## config.mk

```make
export PLATFORM = sky130hd
export DESIGN_NAME = err_capture_logger
export DESIGN_NICKNAME = d
export VERILOG_FILES = /design/src/rtl/errlog_pkg.sv /design/src/rtl/errlog_status.sv /design/src/rtl/errlog_snapshot.sv /design/src/rtl/err_capture_logger.sv
export SDC_FILE = /design/constraint.sdc
export NUM_CORES = 1
export LEC_CHECK = 0
export ABC_AREA = 1
export BUFFER_PORTS_ARGS = -buffer_cell sky130_fd_sc_hd__buf_4
export CELL_PAD_IN_SITES_DETAIL_PLACEMENT = 0
export CELL_PAD_IN_SITES_GLOBAL_PLACEMENT = 1
export CORE_MARGIN = 3
export CORE_UTILIZATION = 37
export CTS_CLUSTER_SIZE = 28
export DETAILED_ROUTE_END_ITERATION = 6
export PLACE_DENSITY = 0.89
export RECOVER_POWER = 50
export SLEW_MARGIN = 20
export SYNTH_ARGS = -nofsm -noshare
export SYNTH_HDL_FRONTEND = slang
export SYNTH_SLANG_ARGS = --single-unit
export TNS_END_PERCENT = 10
```

## constraint.sdc

```tcl
create_clock -name clk_i -period 3.5 [get_ports clk_i]
set_input_delay 0.7 -clock clk_i [delete_from_list [all_inputs] [get_ports clk_i]]
set_output_delay 0.7 -clock clk_i [all_outputs]
set_load 0.1 [all_outputs]
```

## src/rtl/errlog_pkg.sv

```systemverilog
package errlog_pkg;
    typedef enum logic [1:0] {
        SEL_FIRST = 2'd0,
        SEL_NEXT  = 2'd1,
        SEL_ADDR  = 2'd2,
        SEL_DATA  = 2'd3
    } errlog_sel_e;
endpackage

```

## src/rtl/errlog_status.sv

```systemverilog
module errlog_status #(
    parameter int EVT_W = 8
) (
    input  logic             clk_i,
    input  logic             cold_rst_n_i,
    input  logic             warm_rst_n_i,
    input  logic [EVT_W-1:0] evt_i,
    input  logic [EVT_W-1:0] first_clr_i,
    input  logic [EVT_W-1:0] next_clr_i,
    output logic [EVT_W-1:0] first_o,
    output logic [EVT_W-1:0] next_o,
    output logic             new_first_o,
    output logic             frozen_o
);
    typedef struct packed {
        logic [EVT_W-1:0] first;
        logic [EVT_W-1:0] next;
    } status_t;

    status_t st_d, st_q;
    logic [EVT_W-1:0] evt_v, fclr_v, nclr_v;
    logic             first_empty;

    assign evt_v  = warm_rst_n_i ? evt_i       : '0;
    assign fclr_v = warm_rst_n_i ? first_clr_i : '0;
    assign nclr_v = warm_rst_n_i ? next_clr_i  : '0;
    assign first_empty = (st_q.first == '0);

    always_comb begin
        st_d       = st_q;
        st_d.first = st_q.first & ~fclr_v;
        st_d.next  = st_q.next  & ~nclr_v;
        if (first_empty) begin
            st_d.first = evt_v;
        end else begin
            st_d.next = st_d.next | evt_v;
        end
    end

    always_ff @(posedge clk_i or negedge cold_rst_n_i) begin
        if (!cold_rst_n_i) st_q <= '0;
        else               st_q <= st_d;
    end

    assign first_o     = st_q.first;
    assign next_o      = st_q.next;
    assign new_first_o = first_empty && (evt_v != '0);
    assign frozen_o    = !first_empty;


    first_capture_chk: assert property (@(posedge clk_i) disable iff (!cold_rst_n_i)
        (first_empty && evt_v != '0) |=> (st_q.first == $past(evt_v)));

    next_no_dup_chk: assert property (@(posedge clk_i) disable iff (!cold_rst_n_i)
        (first_empty && evt_v != '0) |=> (st_q.next == ($past(st_q.next) & ~$past(nclr_v))));

    first_hold_chk: assert property (@(posedge clk_i) disable iff (!cold_rst_n_i)
        (!first_empty && fclr_v == '0) |=> (st_q.first == $past(st_q.first)));

    warm_hold_chk: assert property (@(posedge clk_i) disable iff (!cold_rst_n_i)
        !warm_rst_n_i |=> $stable(st_q));
endmodule

```

## src/rtl/errlog_snapshot.sv

```systemverilog
module errlog_snapshot #(
    parameter int ADDR_W = 40,
    parameter int CMD_W  = 4,
    parameter int DATA_W = 32,
    parameter int BE_W   = 4,
    parameter int REG_W  = 64,
    localparam int A_P0   = ADDR_W + CMD_W,
    localparam int A_P1   = A_P0 + 1,
    localparam int A_USED = A_P1 + 1,
    localparam int D_PAR  = DATA_W + BE_W,
    localparam int D_USED = D_PAR + 1
) (
    input  logic              clk_i,
    input  logic              cold_rst_n_i,
    input  logic              warm_rst_n_i,
    input  logic              capture_i,
    input  logic              frozen_i,
    input  logic [ADDR_W-1:0] bus_addr_i,
    input  logic [CMD_W-1:0]  bus_cmd_i,
    input  logic              bus_dac_i,
    input  logic              bus_apar_i,
    input  logic              bus_apar2_i,
    input  logic [DATA_W-1:0] bus_data_i,
    input  logic [BE_W-1:0]   bus_be_i,
    input  logic              bus_dpar_i,
    input  logic              addr_wr_i,
    input  logic              data_wr_i,
    input  logic [A_USED-1:0] addr_wdata_i,
    input  logic [D_USED-1:0] data_wdata_i,
    output logic [REG_W-1:0]  addr_reg_o,
    output logic [REG_W-1:0]  data_reg_o
);
    typedef struct packed {
        logic [A_USED-1:0] addr;
        logic [D_USED-1:0] data;
    } snap_t;

    snap_t snap_d, snap_q;
    logic  wr_ok;

    assign wr_ok = warm_rst_n_i && !frozen_i;

    always_comb begin
        snap_d = snap_q;
        if (capture_i) begin
            snap_d.addr = {bus_dac_i & bus_apar2_i, bus_apar_i, bus_cmd_i, bus_addr_i};
            snap_d.data = {bus_dpar_i, bus_be_i, bus_data_i};
        end else begin
            if (addr_wr_i && wr_ok) snap_d.addr = addr_wdata_i;
            if (data_wr_i && wr_ok) snap_d.data = data_wdata_i;
        end
    end

    always_ff @(posedge clk_i or negedge cold_rst_n_i) begin
        if (!cold_rst_n_i) snap_q <= '0;
        else               snap_q <= snap_d;
    end

    generate
        if (REG_W > A_USED) begin : g_apad
            assign addr_reg_o = {{(REG_W-A_USED){1'b0}}, snap_q.addr};
        end else begin : g_anopad
            assign addr_reg_o = snap_q.addr[REG_W-1:0];
        end
        if (REG_W > D_USED) begin : g_dpad
            assign data_reg_o = {{(REG_W-D_USED){1'b0}}, snap_q.data};
        end else begin : g_dnopad
            assign data_reg_o = snap_q.data[REG_W-1:0];
        end
    endgenerate


    snap_frozen_chk: assert property (@(posedge clk_i) disable iff (!cold_rst_n_i)
        frozen_i |=> $stable(snap_q));

    single_cycle_p2_chk: assert property (@(posedge clk_i) disable iff (!cold_rst_n_i)
        (capture_i && !bus_dac_i) |=> (snap_q.addr[A_P1] == 1'b0));

    snap_warm_chk: assert property (@(posedge clk_i) disable iff (!cold_rst_n_i)
        (!warm_rst_n_i && !capture_i) |=> $stable(snap_q));
endmodule

```

## src/rtl/err_capture_logger.sv

```systemverilog
module err_capture_logger #(
    parameter int EVT_W  = 8,
    parameter int ADDR_W = 40,
    parameter int CMD_W  = 4,
    parameter int DATA_W = 32,
    parameter int BE_W   = 4,
    parameter int REG_W  = 64
) (
    input  logic              clk_i,
    input  logic              cold_rst_n_i,
    input  logic              warm_rst_n_i,
    input  logic [EVT_W-1:0]  err_evt_i,
    input  logic [ADDR_W-1:0] bus_addr_i,
    input  logic [CMD_W-1:0]  bus_cmd_i,
    input  logic              bus_dac_i,
    input  logic              bus_apar_i,
    input  logic              bus_apar2_i,
    input  logic [DATA_W-1:0] bus_data_i,
    input  logic [BE_W-1:0]   bus_be_i,
    input  logic              bus_dpar_i,
    input  logic [1:0]        reg_sel_i,
    input  logic              reg_wr_i,
    input  logic [REG_W-1:0]  reg_wdata_i,
    output logic [REG_W-1:0]  reg_rdata_o,
    output logic              err_pending_o
);
    import errlog_pkg::*;

    localparam int A_USED = ADDR_W + CMD_W + 2;
    localparam int D_USED = DATA_W + BE_W + 1;

    errlog_sel_e      sel;
    logic [EVT_W-1:0] first_q, next_q, first_clr, next_clr;
    logic             new_first, frozen;
    logic             addr_wr, data_wr;
    logic [REG_W-1:0] addr_reg, data_reg;
    logic             unused_wbits;

    assign sel       = errlog_sel_e'(reg_sel_i);
    assign first_clr = (reg_wr_i && sel == SEL_FIRST) ? reg_wdata_i[EVT_W-1:0] : '0;
    assign next_clr  = (reg_wr_i && sel == SEL_NEXT)  ? reg_wdata_i[EVT_W-1:0] : '0;
    assign addr_wr   = reg_wr_i && sel == SEL_ADDR;
    assign data_wr   = reg_wr_i && sel == SEL_DATA;
    assign unused_wbits = ^reg_wdata_i[REG_W-1:A_USED];

    errlog_status #(.EVT_W(EVT_W)) u_status (
        .clk_i        (clk_i),
        .cold_rst_n_i (cold_rst_n_i),
        .warm_rst_n_i (warm_rst_n_i),
        .evt_i        (err_evt_i),
        .first_clr_i  (first_clr),
        .next_clr_i   (next_clr),
        .first_o      (first_q),
        .next_o       (next_q),
        .new_first_o  (new_first),
        .frozen_o     (frozen)
    );

    errlog_snapshot #(
        .ADDR_W (ADDR_W),
        .CMD_W  (CMD_W),
        .DATA_W (DATA_W),
        .BE_W   (BE_W),
        .REG_W  (REG_W)
    ) u_snapshot (
        .clk_i        (clk_i),
        .cold_rst_n_i (cold_rst_n_i),
        .warm_rst_n_i (warm_rst_n_i),
        .capture_i    (new_first),
        .frozen_i     (frozen),
        .bus_addr_i   (bus_addr_i),
        .bus_cmd_i    (bus_cmd_i),
        .bus_dac_i    (bus_dac_i),
        .bus_apar_i   (bus_apar_i),
        .bus_apar2_i  (bus_apar2_i),
        .bus_data_i   (bus_data_i),
        .bus_be_i     (bus_be_i),
        .bus_dpar_i   (bus_dpar_i),
        .addr_wr_i    (addr_wr),
        .data_wr_i    (data_wr),
        .addr_wdata_i (reg_wdata_i[A_USED-1:0]),
        .data_wdata_i (reg_wdata_i[D_USED-1:0]),
        .addr_reg_o   (addr_reg),
        .data_reg_o   (data_reg)
    );

    always_comb begin
        reg_rdata_o = '0;
        unique case (sel)
            SEL_FIRST: reg_rdata_o[EVT_W-1:0] = first_q;
            SEL_NEXT:  reg_rdata_o[EVT_W-1:0] = next_q;
            SEL_ADDR:  reg_rdata_o = addr_reg;
            SEL_DATA:  reg_rdata_o = data_reg;
            default:   reg_rdata_o = '0;
        endcase
    end

    assign err_pending_o = (first_q != '0) || (next_q != '0);


    pending_rise_chk: assert property (@(posedge clk_i) disable iff (!cold_rst_n_i)
        $rose(err_pending_o) |-> $past(warm_rst_n_i && err_evt_i != '0));

    pending_fall_chk: assert property (@(posedge clk_i) disable iff (!cold_rst_n_i)
        $fell(err_pending_o) |-> $past(reg_wr_i && warm_rst_n_i));
endmodule

```

## Word level (Yosys, flattened, before mapping)

Cells that the tools add are included.

- Output and inout port bits: 65
- Bits in writable memories: 0
- Memories: 0
- Bits in latches: 0
- Bits of input ports: 162
- Logic and storage cells: 41
- ROM bits: 0
- Flip-flop bits (word level): 99

- Bitwise operators: 6
- Reduce and logical (&&, ||, !) cells: 16
- Divide/modulo/power cells: 0
- Order comparisons: 0
- Multipliers: 0
- Muxes and demuxes: 12
- Equality and inequality tests: 3
- Shift-type cells: 0
- $add $sub $neg: 0

Operators by type and width:

| kind | number |
|---|---|
| $mux W83 | 1 |
| $pmux W38 S2 | 1 |
| $mux W8 | 7 |
| $mux W46 | 1 |
| $mux W37 | 1 |
| $pmux W8 S4 | 1 |
| $reduce_bool A8 Y1 | 3 |
| $and A8 B8 Y8 | 2 |
| $not A8 Y8 | 2 |
| $logic_and A1 B1 Y1 | 8 |
| $logic_not A8 Y1 | 1 |
| $or A8 B8 Y8 | 1 |
| $eq A2 B2 Y1 const B | 2 |
| $reduce_bool A2 Y1 | 2 |
| $eq A2 B1 Y1 const B | 1 |
| $logic_not A2 Y1 | 1 |
| $and A1 B1 Y1 | 1 |
| $logic_or A1 B1 Y1 | 1 |

## Longest topological paths before layout

- Word-level depth: 8
- Mapped depth: 12

## Hierarchy

From an unflattened synthesis, not the netlist that was laid out.

- Cell total of the unflattened synthesis: 1076
- Area, all modules: 6840.3 um^2

Modules (own cells, without submodules):

| module | cells an instance | times used | area an instance (um^2) |
|---|---|---|---|
| errlog_snapshot | 676 | 1 | 4638.2 |
| err_capture_logger | 285 | 1 | 1406.3 |
| errlog_status | 115 | 1 | 795.8 |

## Least setup slack after synthesis

OpenSTA, ideal clock, no wires.

- Kind: input -> output
- Start point: input port reg_sel_i[0]
- End point: output port reg_rdata_o[0]
- Data arrival time: 2231 ps
- Stages: 7
- Setup slack: 569 ps
- Path buffers: 2
- Cell sequence: inv_1 nand2_2 inv_1 buf_2 buf_1 nand2_1 nand4_1

- Word-level cells in the longest chain between the ends: 2

Ends and longest elaborated chain:

| what | line | RTL |
|---|---|---|
| start, declared | err_capture_logger.sv:21 | `input logic [1:0] reg_sel_i,` |
| $eq A2 B2 Y1, or another cell as far along | err_capture_logger.sv:89 | `unique case (sel)` |
| $pmux W8 S4 (*) | err_capture_logger.sv:89 |  |
| end, declared | err_capture_logger.sv:24 | `output logic [REG_W-1:0] reg_rdata_o,` |

Every way passes the cells marked *; elsewhere a longest branch is shown, timed or not.

## Worst setup path in the final report

- Start point: register u_status.st_q (netlist bit u_status.first_o[7])
- End point: register u_snapshot.snap_q (netlist bit u_snapshot.data_reg_o[31])

- Word-level cells in the longest chain between the ends: 4

Ends and longest elaborated chain:

| what | line | RTL |
|---|---|---|
| start, declared | errlog_status.sv:20 | `status_t st_d, st_q;` |
| start signal, assigned | errlog_status.sv:42 | `else st_q <= st_d;` |
| $logic_not A8 Y1 (*) | errlog_status.sv:27 | `assign first_empty = (st_q.first == '0);` |
| $logic_and A1 B1 Y1 | errlog_snapshot.sv:41 | `assign wr_ok = warm_rst_n_i && !frozen_i;` |
| $logic_and A1 B1 Y1 | errlog_snapshot.sv:50 | `if (data_wr_i && wr_ok) snap_d.data = data_wdata_i;` |
| $reduce_bool A2 Y1 (no line) | - |  |
| end signal, assigned | errlog_snapshot.sv:56 | `else snap_q <= snap_d;` |
| end, declared | errlog_snapshot.sv:38 | `snap_t snap_d, snap_q;` |

Marks and branches as above.
A chain may end at the register's enable or synchronous reset.

==> impl_metrics.yaml <==
final_layout:
  fin_util_pct: 49.0
  antenna_cells: 0
  multi_input_area_mm2: 0.00287
  fillers: 1625
  most-common-layout-cells: "nand2_1, buf_4, nand3_1"
  layoutNonFillerInstCount: 1179
  ff_latch_area_mm2: 0.00248
  final_area_mm2: 0.00750
  final_common_cell: "nand2_1"
  area_growth_pct: 28.9
  drive_gt1_share_pct: 24.0
  nets: 1126
setup_path:
  reg2reg_depth: 9
  required_ns: 3.73
  path_class: "register to register"
  r2r-end: "u_snapshot.data_reg_o[31]"
  reg2reg_slack_ns: 0.64
  cpMostUsedCell: "nand2_1"
  crit_chain: "nor2_1, nand2_1, nor2_4, nand2_1, clkbuf_2, nand2_1, nand2_1, nand2_1, nand2_1"
  worst_setup_path_start_kind: "register"
  critPathMaxFanout: 62
  cp.arrival_ns: 3.09
  slowest_delay_ns: 0.73
  endpoint: "u_snapshot.data_reg_o[31]"
  worstReg2RegStart: "u_status.first_o[7]"
  critPathSlowestCell: "clkbuf_2"
  critPathCaptureType: "register"
  startpoint: "u_status.first_o[7]"
sta:
  layout_min_cycle_time_ns: 2.86
  hold_violations: 0
  setup_viol_count_final: 0
  setup_tns_ns: 0
  whs_ns: 0.504
  drv_slew: 0
  tightestPinTransition_ns: 1.48
  finClkSkew_ns: 0.00763
  rsz0062_at_grt: "false"
  max-slew-margin-rel_pct: 1.05
  fmax_ghz: 0.349
  fin_crit_sh_pct: 81.8
pwr:
  p_int_w: 0.00309
  netSwitchingPower_w: 0.00263
  p_leak_nw: 4.02
  p_sw_share_pct: 45.9
  ir_worst_vdd_mv: 0.278
  power_density_mw_per_mm2: 762
  clkPwrFrac_pct: 19.5
  power_frac_comb_pct: 47.7
  pwr-share-seq_pct: 32.9
cts:
  clk_latency_ns: 0.34
  cts_sinks: 99
  root_buffer: "clkbuf_16"
  clk_pin_slew_ns: 0.07
  post_cts_resize_count: 0
  cts_tree: "yes"
  h-tree-depth: 3
  cts_setup_buffers: 0
  holdBufCountCts: 0
  cts_buffers: 9
  clock_path_buffers: 2
die:
  die_h_um: 131
  core_area_mm2: 0.0153
  io_pins: 227
  fp-row-count: 45
  start_util_pct: 38.0
  dieArea_mm2: 0.0173
  die_w_um: 131
synthesis:
  synth_fa_ha_area_share_pct: 0
  synthXorXnorAreaFrac_pct: 0
  synthSimpleGateAreaFrac_pct: 41.1
  syn_area_per_cell_um2: 7.21
  muxShareOfSynthArea_pct: 0
  syn-instance-count: 807
  synth_top_family_by_area: "simple AND/OR/NAND/NOR gates"
  yosysSeqAreaShare_pct: 42.6
  ys_seq_elements: 99
  synth_warnings: 0
  synth.distinct_cells: 19
  synth-compound-area-share_pct: 7.12
  netlist_area_mm2: 0.00582
drt:
  drt-total-wl_um: 18100
  post_drt_wl_per_cell_um: 15.4
  first_pass_iters: 4
  routed_via_density: 4.93
  drt_iter0_markers: 312
  postRouteAntennaNets: 0
  vias: 5818
  drc: 0
placement:
  place_hpwl_um: 12100
  dpl_cell_area_mm2: 0.00723
  placed_cells: 1164
  gp_congestion: 0.815
  numPortBuffers: 190
global_route:
  antenna_found_initial: 0
  grt_max_degree: 84
  grt_usage_pct: 20.8
  grt_pass1_wl_um: 29500
  overflow: 0
  first_global_vias: 5738
flow_run:
  max_cap_violations: 0
worst_hold_path:
  hp-class: "register to register"
  whs_path_depth: 2
status:
  status: "finished, final reports clean"
-- through the flow --
step / setup slack (ns) / power [W]
3_3_place_gp: 0.816 / 0.00461
2_1_floorplan: 0.569 / 0.00404
5_1_grt: 0.377 / 0.00610
4_1_cts: 0.806 / 0.00580
3_5_place_dp: 0.824 / 0.00467
6_report: 0.637 / 0.00572
-- cell families after synthesis --
group	after synthesis
simple gates	555
flops	99
other cells	1
buf+inv	91
compound gates	61
-- worst min-delay path by stage --
stage                                          from                   endpoint  slack (ns)
final                     u_snapshot.addr_reg_o[39]  u_snapshot.addr_reg_o[39]        0.50
after global routing      u_snapshot.addr_reg_o[23]  u_snapshot.addr_reg_o[23]        0.53
after CTS                              cold_rst_n_i   u_snapshot.addr_reg_o[8]        0.45
after detailed placement  u_snapshot.addr_reg_o[38]  u_snapshot.addr_reg_o[38]        0.49
after global placement    u_snapshot.addr_reg_o[12]  u_snapshot.addr_reg_o[12]        0.49
after floorplan                        cold_rst_n_i   u_snapshot.addr_reg_o[0]        0.40
-- cells in the mapped netlist --
cell type | instances | share of area, %
o21ai_0 | 32 | 2.8
clkbuf_1 | 4 | 0.26
nor2_1 | 17 | 1.1
buf_1 | 4 | 0.26
nand2_4 | 1 | 0.19
buf_8 | 2 | 0.52
nand2_2 | 21 | 2.3
conb_1 | 1 | 0.064
buf_6 | 4 | 0.77
nand2_1 | 336 | 22
buf_4 | 25 | 3.2
nand3_1 | 167 | 14
a22o_1 | 29 | 4.4
dfrtp_1 | 99 | 43
buf_2 | 38 | 3.3
nor2_4 | 1 | 0.19
inv_1 | 14 | 0.90
nor4_1 | 2 | 0.21
nand4_1 | 10 | 1.1
-- power groups by stage --
stage | sequential (W) | clock, W | combinational [W]
global placement | 0.00188 | 0 | 0.00273
floorplan | 0.00183 | 0 | 0.00221
finish | 0.00188 | 0.00111 | 0.00273
global route | 0.00194 | 0.00118 | 0.00298
CTS | 0.00188 | 0.00114 | 0.00278
detailed placement | 0.00190 | 0 | 0.00276
-- cell type report --
cell class | count | area share [%]
multi-input combinational | 634 | 38.2
sequential | 99 | 33.0
timing repair buffer | 206 | 20.1
tap | 211 | 3.52
clock buffer | 10 | 3.05
clock inverter | 5 | 1.37
inverter | 14 | 0.700
-- flip-flops by register name, indices dropped and copies added, names as in the netlist --
signal,count
u_snapshot.addr_reg_o,46
u_snapshot.data_reg_o,37
u_status.first_o,8
u_status.next_o,8
-- metal layers --
layer	part of all wire, %	track usage [%]	vias to the layer above
met4	1.1	5.31	0
met5	0	0	-
met1	44	27.0	2701
li1	-	-	2925
met2	48	34.5	176
met3	7.2	5.55	16
-- worst max-delay path, delay by kind of cell, from the launching register on --
family                 cells  cell delay [ns]
AND/OR/NAND/NOR            8             1.55
buffers and inverters      1             0.73
flip-flops                 1             0.41
Power figures use the tool's default switching activity.
